===== src/rtl/irq_ext_pkg.sv =====
package irq_ext_pkg;

  localparam int REG_W     = 8;
  localparam int BIT_MODE  = 0;
  localparam int BIT_MASK  = 1;
  localparam int BIT_ACK   = 2;
  localparam int BIT_FLAG  = 3;

  typedef struct packed {
    logic mask;
    logic mode;
  } irq_ctl_t;

  // falling edge of an active-low pin: previously high, now low
  function automatic logic fall_detect(input logic prev_lvl, input logic cur_lvl);
    return prev_lvl & ~cur_lvl;
  endfunction

  // status image seen by software
  function automatic logic [REG_W-1:0] pack_status(input logic flag, input irq_ctl_t ctl);
    logic [REG_W-1:0] v;
    v = '0;
    v[BIT_FLAG] = flag;
    v[BIT_MASK] = ctl.mask;
    v[BIT_MODE] = ctl.mode;
    return v;
  endfunction

  // a software acknowledge counts unless break suppresses it
  function automatic logic sw_ack_ok(input logic wr, input logic ack_bit,
                                     input logic brk, input logic brk_en);
    return wr & ack_bit & (~brk | brk_en);
  endfunction

  // level mode needs the pin back high before clearing
  function automatic logic clear_allowed(input logic mode, input logic pin_hi);
    return ~mode | pin_hi;
  endfunction

endpackage


===== src/rtl/irq_pin_sync.sv =====
module irq_pin_sync #(
  parameter int STAGES = 2
) (
  input  logic clk,
  input  logic rst_n,
  input  logic pin_i,
  output logic level_o,
  output logic prev_o
);
  logic [STAGES-1:0] chain_q;
  logic              prev_q;

  genvar g;
  generate
    for (g = 0; g < STAGES; g++) begin : g_stage
      if (g == 0) begin : g_first
        always_ff @(posedge clk) begin
          if (!rst_n) chain_q[0] <= 1'b0;
          else        chain_q[0] <= pin_i;
        end
      end else begin : g_next
        always_ff @(posedge clk) begin
          if (!rst_n) chain_q[g] <= 1'b0;
          else        chain_q[g] <= chain_q[g-1];
        end
      end
    end
  endgenerate

  always_ff @(posedge clk) begin
    if (!rst_n) prev_q <= 1'b0;
    else        prev_q <= chain_q[STAGES-1];
  end

  assign level_o = chain_q[STAGES-1];
  assign prev_o  = prev_q;
endmodule


===== src/rtl/irq_req_latch.sv =====
module irq_req_latch
  import irq_ext_pkg::*;
(
  input  logic clk,
  input  logic rst_n,
  input  logic edge_i,
  input  logic ack_i,
  input  logic mode_i,
  input  logic pin_hi_i,
  output logic latch_o,
  output logic pend_o,
  output logic clear_o
);
  logic latch_q, pend_q;
  logic clr_ok;

  assign clr_ok  = clear_allowed(mode_i, pin_hi_i);
  assign clear_o = latch_q & ~edge_i & (ack_i | pend_q) & clr_ok;

  always_ff @(posedge clk) begin
    if (!rst_n) begin
      latch_q <= 1'b0;
      pend_q  <= 1'b0;
    end else if (edge_i) begin
      latch_q <= 1'b1;
      pend_q  <= 1'b0;
    end else if (clear_o) begin
      latch_q <= 1'b0;
      pend_q  <= 1'b0;
    end else if (latch_q && ack_i) begin
      pend_q  <= 1'b1;
    end else if (!latch_q) begin
      pend_q  <= 1'b0;
    end
  end

  assign latch_o = latch_q;
  assign pend_o  = pend_q;
endmodule


===== src/rtl/irq_ctrl_reg.sv =====
module irq_ctrl_reg
  import irq_ext_pkg::*;
(
  input  logic             clk,
  input  logic             rst_n,
  input  logic             wr_en_i,
  input  logic [REG_W-1:0] wdata_i,
  input  logic             brk_i,
  input  logic             brk_en_i,
  input  logic             flag_i,
  output logic [REG_W-1:0] rdata_o,
  output irq_ctl_t         ctl_o,
  output logic             sw_ack_o
);
  irq_ctl_t ctl_q;
  logic     unused_wbits;

  assign unused_wbits = ^wdata_i[REG_W-1:BIT_FLAG];

  always_ff @(posedge clk) begin
    if (!rst_n) begin
      ctl_q <= '0;
    end else if (wr_en_i) begin
      ctl_q.mask <= wdata_i[BIT_MASK];
      ctl_q.mode <= wdata_i[BIT_MODE];
    end
  end

  assign sw_ack_o = sw_ack_ok(wr_en_i, wdata_i[BIT_ACK], brk_i, brk_en_i);
  assign rdata_o  = pack_status(flag_i, ctl_q);
  assign ctl_o    = ctl_q;
endmodule


===== src/rtl/irq_ext_ctrl.sv =====
module irq_ext_ctrl
  import irq_ext_pkg::*;
#(
  parameter int          SYNC_STAGES = 2,
  parameter logic [15:0] VECTOR_ADDR = 16'hFFFA
) (
  input  logic             clk,
  input  logic             rst_n,
  input  logic             irq_pin_n,
  input  logic             reg_wr_en,
  input  logic [REG_W-1:0] reg_wdata,
  output logic [REG_W-1:0] reg_rdata,
  input  logic             vec_fetch_ack,
  input  logic             break_active,
  input  logic             break_clr_en,
  output logic             cpu_irq_req,
  output logic [15:0]      irq_vector_addr,
  output logic             pin_level
);
  logic     pin_sync, pin_prev;
  logic     edge_evt, ack_evt, sw_ack;
  logic     latch_q, pend_q, clear_evt;
  irq_ctl_t ctl;

  irq_pin_sync #(.STAGES(SYNC_STAGES)) u_sync (
    .clk     (clk),
    .rst_n   (rst_n),
    .pin_i   (irq_pin_n),
    .level_o (pin_sync),
    .prev_o  (pin_prev)
  );

  assign edge_evt = fall_detect(pin_prev, pin_sync);
  assign ack_evt  = vec_fetch_ack | sw_ack;

  irq_req_latch u_latch (
    .clk      (clk),
    .rst_n    (rst_n),
    .edge_i   (edge_evt),
    .ack_i    (ack_evt),
    .mode_i   (ctl.mode),
    .pin_hi_i (pin_sync),
    .latch_o  (latch_q),
    .pend_o   (pend_q),
    .clear_o  (clear_evt)
  );

  irq_ctrl_reg u_reg (
    .clk      (clk),
    .rst_n    (rst_n),
    .wr_en_i  (reg_wr_en),
    .wdata_i  (reg_wdata),
    .brk_i    (break_active),
    .brk_en_i (break_clr_en),
    .flag_i   (latch_q),
    .rdata_o  (reg_rdata),
    .ctl_o    (ctl),
    .sw_ack_o (sw_ack)
  );

  assign cpu_irq_req     = latch_q & ~ctl.mask;
  assign irq_vector_addr = VECTOR_ADDR;
  assign pin_level       = pin_sync;
endmodule


===== config.mk =====
export PLATFORM = sky130hd
export DESIGN_NAME = irq_ext_ctrl
export DESIGN_NICKNAME = d
export VERILOG_FILES = /design/src/rtl/irq_ext_pkg.sv /design/src/rtl/irq_pin_sync.sv /design/src/rtl/irq_req_latch.sv /design/src/rtl/irq_ctrl_reg.sv /design/src/rtl/irq_ext_ctrl.sv
export SDC_FILE = /design/constraint.sdc
export NUM_CORES = 1
export LEC_CHECK = 0
export ABC_AREA = 0
export CAP_MARGIN = 5
export CORE_MARGIN = 2
export CORE_UTILIZATION = 30
export DETAILED_ROUTE_END_ITERATION = 10
export GPL_ROUTABILITY_DRIVEN = 0
export PLACE_DENSITY = 0.79
export SETUP_SLACK_MARGIN = 0.4
export SYNTH_ARGS = -nofsm -noshare
export SYNTH_HDL_FRONTEND = slang
export SYNTH_SLANG_ARGS = --single-unit

===== constraint.sdc =====
create_clock -name clk -period 2.33 [get_ports clk]
set_input_delay 0.466 -clock clk [delete_from_list [all_inputs] [get_ports clk]]
set_output_delay 0.466 -clock clk [all_outputs]
set_load 0.05 [all_outputs]

==> impl_metrics.ini, run 1 <==
[logic_synthesis]
synth.distinct_cells = 16
synth-simple-area-share = 0.1421
avgSynthCellArea_sq_um = 8.984
synthesis.area_sq_um = 449.2
synth_area_leaders = buf_4, dfxtp_1, mux2i_1, and2_1, nor2b_1
synth_xor_area_frac = 0
synth_top_family_by_area = buffers and inverters
synth_seq_cells = 7
synth_adder_area_share = 0
yosysSeqAreaShare = 0.3120
synth_top_area_frac = 0.3844
synthMuxAreaShare = 0.04457
yosys.area.top_type = buf_4
synthCells = 50
synth_compound_area_frac = 0.09192
synth_warnings = 0

[worst_setup_path]
critical_path_arrival_ns = 1.41
crit_path_start_kind = register
crit_type = register to primary output
worstPathMaxFanout = 3
r2r_slack_ns = 1.43
slowest_stage = clkdlybuf4s50_1
crit_chain = clkdlybuf4s50_1
cp-startpoint = u_reg.ctl_o[1]
crit_required_ns = 1.86
r2r_start = u_sync.level_o
crit_buf_inv = 1
endpoint_kind = primary output
crit_family = buffers and inverters
slowest_delay_ns = 0.81

[timing]
rsz0062_at_grt = no
layout_min_cycle_time_ns = 1.879
worst_pin_slew_ns = 0.5114
fin_worst_skew_ns = 0.001468
fin_crit_sh = 0.8066
setup-tns-final_ns = 0
maxClockFrequency_ghz = 0.5321
final-setup-viol-count = 0
slew_headroom = 0.6585
drv_slew = 0
hold_viol = 0

[global_routing]
antenna_found_initial = 0
gr-usage-all-layers = 0.07881
grt_overflow = 0
grt_start_max_net_pins = 8
grt_pass1_vias = 245
grt_pass1_wl_microns = 1007

[pwr]
power.density_nw_per_um2 = 659.8
power.leakage_nw = 0.3002
vdd_ir_drop_max_mv = 0.2389

[detailed_routing]
wl_met1_microns = 240
dr_wl_met3_microns = 89
wirelength_microns = 639
drc = 0
top_layer_used = met3
drt_first_pass_iters = 2
viasPerCell = 3.709
dr_wl_met2_microns = 309
first_iter_violations = 3
via_count = 293
wl_per_cell_microns = 8.089
antenna_left = 0

[clock_network]
cts_tree = built
numCtsBuffers = 3
clock_latency_ns = 0.25
numClockSinks = 7
clk_pin_slew_worst_paths_ns = 0.05
cts_hold_buf = 0
htree_levels = 1
clockBufferDepth = 2
clock_tree.root_cell = clkbuf_4

[floorplanning]
fp.dieW_microns = 42.70
dieHeight_microns = 42.70
initial_core_util = 0.3327
die-area_sq_um = 1823
ios = 41
core_area_sq_um = 1350
num_rows = 13

[place]
dp.final_hpwl_microns = 544.3
portBuffers = 14

[final_layout]
final_common_cell = conb_1
num-nets-final = 80
final_cell_mix = conb_1, clkdlybuf4s50_1, dfxtp_1
syn_to_final_growth_pct = 20.06
drive_gt1_frac = 0.09375
n_antenna_cell = 0
final_util = 0.3994

[hold_path]
min_from = u_sync.prev_o
min_path_type = register to register

[status]
outcome = finished clean

[job]
max_cap_violations = 0
Yosys cell counts (all sizes together):
cell type and n:
dfxtp 7, nor2b 3, nand2b 1, o211ai 1, nand3b 1, conb 2, nor2 1, nand2 1
and2 3, buf 23, a2111oi 1, nor3 1, a21o 1, mux2i 2, inv 1, o21ai 1
routing by layer:
metal	vias to the layer above	global-route usage
li1	143	-
met1	126	0.08010
met2	24	0.1182
met3	0	0.03404
met4	0	0.07500
met5	-	0
worst register-to-register path, stage by stage (launching register included):
cell,delay [ns]
dfxtp_1,0.32
nand2b_1,0.17
a2111oi_2,0.31
metrics by stage:
step	setup WS (ns)	cell area [sq um]	total power, W	instances	hold slack [ns]
after detailed placement	0.5685	506.7	0.0002502	75	0.4241
after global routing	0.4054	539.3	0.0003757	79	0.4386
after CTS	0.4273	531.8	0.0003630	79	0.4365
final	0.4505	539.3	0.0003558	79	0.4294
after floorplan	0.6257	520.5	0.0002540	69	0.4091
after global placement	0.5840	506.7	0.0002495	75	0.4135
power by group:
group	total [W]	internal (W)	leakage (nW)	switching, W
Sequential	0.000127	0.000125	0.0574	0.00000292
Combinational	0.000120	0.0000241	0.228	0.0000959
Clock	0.000108	0.0000652	0.0150	0.0000431
worst paths after layout:
path              cells after the start              to
hold / removal                        1  u_latch.pend_o
setup reg to reg                      2  u_latch.pend_o
hold reg to reg                       1  u_latch.pend_o
setup / recovery                      1    reg_rdata[1]
kinds of logic (layout without fill, tap and decap cells):
logic type             count (synthesis)  after routing
AOI/OAI and AO/OA                      4              4
muxes                                  2              2
other                                  2             21
and+or+nand+nor                       11             11
buffers and inverters                 24             19
DFF                                    7              7
area by class of cell:
type	instances	area [sq um]
sequential	7	140.1
inverter	1	3.754
multi-input combinational	38	203.9
fill	152	810.8
timing repair buffer	14	146.4
clock buffer	4	26.28
tap	15	18.77
flip-flops by register name, summed over array words and instances (netlist names):
register and count:
u_sync.chain_q 1, u_reg.ctl_o 2, u_latch.pend_o 1, u_sync.prev_o 1
u_latch.latch_o 1, u_sync.level_o 1
what timing repair did:
action,4_1_cts,5_1_grt
gates resized for setup,1,3
endpoints found under the setup margin,1,3
buffers inserted,0,0
pin swaps,0,0
Note: power is estimated with default switching activity, not from simulation.
==> run 2: changes to the inputs <==
Settings changed: CORE_UTILIZATION 30 to 26, PLACE_DENSITY 0.79 to 0.73.
Clock period 2.33 ns to 1.5 ns, I/O delays scaled along.
==> run 2 against run 1 <==
Register-to-register slack got worse by 0.85 ns; critical path depth increased by 1; wire length increased by 3.4%; clock power increased by 55%; final cell count increased by 6.3%; utilization decreased by 2.3 points; largest cell class unchanged; highest routed layer unchanged.
==> impl_metrics.ini, run 2 (synthesis gave the netlist of run 1 again) <==
[place]
dp_worst_setup_slack_ns = 0.1576
portBuffers = 14
dp.final_hpwl_microns = 580

[final_layout]
drive_gt1_frac = 0.2985
num-nets-final = 83
n_antenna_cell = 0
final_util = 0.3760
largest_reg_flops = 2
fillerInstances = 175
final_common_cell = conb_1
syn_to_final_growth_pct = 39.83
regArea_sq_um = 150.1
multi_input_comb_area_sq_um = 214.0
final_cell_mix = conb_1, clkdlybuf4s50_1, buf_12

[worst_setup_path]
r2r_start = u_sync.level_o
critical_path_arrival_ns = 0.88
endpoint_kind = primary output
crit_type = register to primary output
rr_worst_depth = 2
timing.rr.end = u_latch.pend_o
crit_required_ns = 1.20
worstPathMaxFanout = 2
r2r_slack_ns = 0.58
crit_path_start_kind = register

[timing]
worst_slack_ns = 0.3236
hold_slack_ns = 0.4308
layout_min_cycle_time_ns = 1.176
fin_crit_sh = 0.7843
setup-tns-final_ns = 0
maxClockFrequency_ghz = 0.8500
final-setup-viol-count = 0
hold_viol = 0
fin_worst_skew_ns = 0.001187
drv_slew = 0
rsz0062_at_grt = yes

[pwr]
power.density_nw_per_um2 = 912.1
vdd_ir_drop_max_mv = 0.4237
power.leakage_nw = 0.2885

[clock_network]
clockBufferDepth = 2
cts_tree = built
clk_pin_slew_worst_paths_ns = 0.05
numClockSinks = 7
clock_tree.root_cell = clkbuf_4
clock_latency_ns = 0.25
numCtsBuffers = 3
htree_levels = 1

[status]
outcome = finished clean

[global_routing]
grt_overflow = 0
grt_start_max_net_pins = 6
grt_pass1_wl_microns = 1097
antenna_found_initial = 0
grt_pass1_vias = 292
gr-usage-all-layers = 0.07561

[floorplanning]
fp.dieW_microns = 45.57
initial_core_util = 0.2689
num_rows = 15
dieHeight_microns = 45.57
core_area_sq_um = 1670
ios = 41
die-area_sq_um = 2076

[job]
max_cap_violations = 0

[detailed_routing]
wl_per_cell_microns = 7.869
first_iter_violations = 1
viasPerCell = 3.762
antenna_left = 0
drt_first_pass_iters = 2
drc = 0
via_count = 316
wirelength_microns = 661

[hold_path]
min_from = u_sync.prev_o
min_to = u_latch.pend_o
whs_path_depth = 1
min_path_type = register to register
## run 2: cell types whose count changed in the layout (fill, tap and decap cells not counted), sizes merged
cell	delta
dlygate4sd2	-1
buf	+8
clkdlybuf4s50	-1
dlymetal6s2s	-3
## run 2: per-stage QoR
step	area, sq um	power (W)	instances
6_report	628.1	0.0005729	84
5_1_grt	628.1	0.0006040	84
4_1_cts	623.1	0.0005856	84
3_5_place_dp	583.1	0.0004095	79
3_3_place_gp	583.1	0.0004075	79
2_1_floorplan	529.3	0.0003963	69
## run 2: worst max path at each step
stage | from | to | slack (ns) | depth (start not counted)
floorplan | u_reg.ctl_o[1] | cpu_irq_req | 0.35 | 1
CTS | u_latch.latch_o | cpu_irq_req | 0.30 | 2
finish | u_latch.latch_o | cpu_irq_req | 0.32 | 2
detailed placement | reg_wr_en | u_reg.ctl_o[1] | 0.16 | 4
global route | u_latch.latch_o | cpu_irq_req | 0.29 | 2
global placement | reg_wr_en | u_latch.pend_o | 0.21 | 3
## run 2: per-layer routing
| layer | track usage | up-vias | part of all wire |
|---|---|---|---|
| met1 | 0.07416 | 145 | 0.33 |
| met3 | 0.02778 | 0 | 0.14 |
| met5 | 0 | - | 0 |
| met4 | 0.07059 | 0 | 0 |
| met2 | 0.1211 | 24 | 0.53 |
| li1 | - | 147 | - |
## run 2: repair_timing
action | 4_1_cts | 5_1_grt
buffers inserted | 1 | 0
hold buffers | 0 | 0
pin swaps | 0 | 0
resized for setup | 4 | 2
setup endpoints to repair | 4 | 5
## run 2: final cells by class
cell class,count,area share
multi-input combinational,38,0.3406
inverter,1,0.005976
tap,17,0.03386
timing repair buffer,17,0.3386
clock buffer,4,0.04183
sequential,7,0.2390
## run 2: critical path, stage by stage (launching register included)
cell and delay [ns]:
dfxtp_4 0.34, nor2b_4 0.15, buf_12 0.14
## run 2: report_power, final
group,switching [W],leakage (nW),internal [W]
clock,0.0000654,0.0150,0.000101
combinational,0.000152,0.214,0.0000546
sequential,0.00000765,0.0595,0.000192
==> run 3: changes to the inputs <==
Settings changed: CORE_UTILIZATION 26 to 29, PLACE_DENSITY 0.73 to 0.77.
Clock period 1.5 ns to 1.2 ns, I/O delays scaled along.
==> run 3 against run 2 <==
Wire length increased by 12%; via count increased by 4.1%; final area up 8.8%; sequential power rose by 23%; clock power up 20%; hold slack better by 0.0036 ns; count of clock-buffer cells in the layout stayed put; largest power group unchanged.
==> impl_metrics.ini, run 3 (synthesis gave the netlist of run 1 again) <==
[clock_network]
numClockSinks = 7
cts_tree = built
clk_pin_slew_worst_paths_ns = 0.05
clock_tree.root_cell = clkbuf_4
htree_levels = 1
numCtsBuffers = 3
clock_latency_ns = 0.24
clockBufferDepth = 2

[worst_setup_path]
crit_path_start_kind = register
crit_type = register to primary output
crit_chain = nor2b_4, buf_12
worstPathMaxFanout = 2
cp.depth = 2
slowest_delay_ns = 0.34
r2r_slack_ns = 0.28
endpoint_kind = primary output
crit_family = flip-flops
crit_buf_inv = 1
slowest_stage = dfxtp_4
rr_worst_depth = 4
r2r_start = u_sync.level_o
critical_path_arrival_ns = 0.87
crit_required_ns = 0.96
timing.rr.end = u_latch.latch_o

[pwr]
power.density_nw_per_um2 = 1049
vdd_ir_drop_max_mv = 0.5026
power.leakage_nw = 0.3269

[final_layout]
num-nets-final = 86
largest_reg_flops = 2
final_cell_mix = conb_1, dlygate4sd2_1, buf_12, buf_4, dfxtp_4
drive_gt1_frac = 0.3571
fillerInstances = 146
final_common_cell = conb_1
n_antenna_cell = 0
final_area_sq_um = 683.2
syn_to_final_growth_pct = 52.09

[timing]
rsz0062_at_grt = yes
maxClockFrequency_ghz = 0.8998
layout_min_cycle_time_ns = 1.111
worst_slack_ns = 0.08861
hold_slack_ns = 0.4344
final-setup-viol-count = 0
hold_viol = 0
drv_slew = 0
fin_worst_skew_ns = 0.003239
fin_crit_sh = 0.9262

[detailed_routing]
viasPerCell = 3.826
wl_per_cell_microns = 8.605
via_count = 329
wirelength_microns = 740
first_iter_violations = 0
drt_first_pass_iters = 1
antenna_left = 0
drc = 0

[floorplanning]
dieHeight_microns = 43.36
num_rows = 14
initial_core_util = 0.3053
ios = 41
core_area_sq_um = 1471
fp.dieW_microns = 43.36
die-area_sq_um = 1880

[global_routing]
antenna_found_initial = 0
grt_start_max_net_pins = 6
grt_pass1_wl_microns = 1262
gr-usage-all-layers = 0.09036
grt_overflow = 0
grt_pass1_vias = 305

[hold_path]
min_path_type = register to register
min_from = u_sync.chain_q[0]
whs_path_depth = 1
min_to = u_sync.level_o

[status]
outcome = finished clean

[place]
post_dp_cell_area_sq_um = 595.6
dp.final_hpwl_microns = 605.7
dp_worst_setup_slack_ns = -0.06224
portBuffers = 14

[job]
max_cap_violations = 0
-- run 3: worst max-delay path by stage --
stage	startpoint	end	slack, ns
3_5_place_dp	reg_wr_en	u_latch.pend_o	-0.06
2_1_floorplan	u_reg.ctl_o[1]	cpu_irq_req	0.27
6_report	u_latch.latch_o	cpu_irq_req	0.09
3_3_place_gp	reg_wr_en	u_latch.pend_o	-0.03
5_1_grt	u_latch.latch_o	cpu_irq_req	0.05
4_1_cts	u_latch.latch_o	cpu_irq_req	0.08
-- run 3: power by group --
part	internal, W	switching, W	leakage, nW
sequential	0.000238	0.00000946	0.0601
clock	0.000126	0.0000744	0.0150
combinational	0.0000718	0.000197	0.252
-- run 3: repair_timing --
action	in CTS	in global routing
pin swaps	2	0
gates resized for setup	14	2
endpoints found under the setup margin	12	9
hold buffers	0	0
buffers inserted	4	0
-- run 3: layout make-up --
class,instances,area [sq um],area share
Sequential cell,7,155.1,0.2271
Tap cell,16,20.02,0.02930
Timing Repair Buffer,20,235.2,0.3443
Inverter,1,3.754,0.005495
Clock buffer,4,26.28,0.03846
Multi-Input combinational cell,38,242.7,0.3553
-- run 3: routing by layer --
metal / routed length [microns] / vias to the layer above / global-route usage
li1: - / 157 / -
met1: 215 / 145 / 0.09044
met3: 101 / 0 / 0.02083
met5: 0 / - / 0
met2: 422 / 27 / 0.1761
met4: 0 / 0 / 0.03636
-- run 3: metrics by stage --
stage	cells	TNS [ns]	power [W]	util
finish	86	0	0.0007168	0.4643
global route	86	0	0.0007555	0.4643
CTS	86	0	0.0007242	0.4532
detailed placement	78	-0.1614	0.0005133	0.4048
global placement	78	-0.04725	0.0005105	0.4048
floorplan	69	0	0.0004965	-
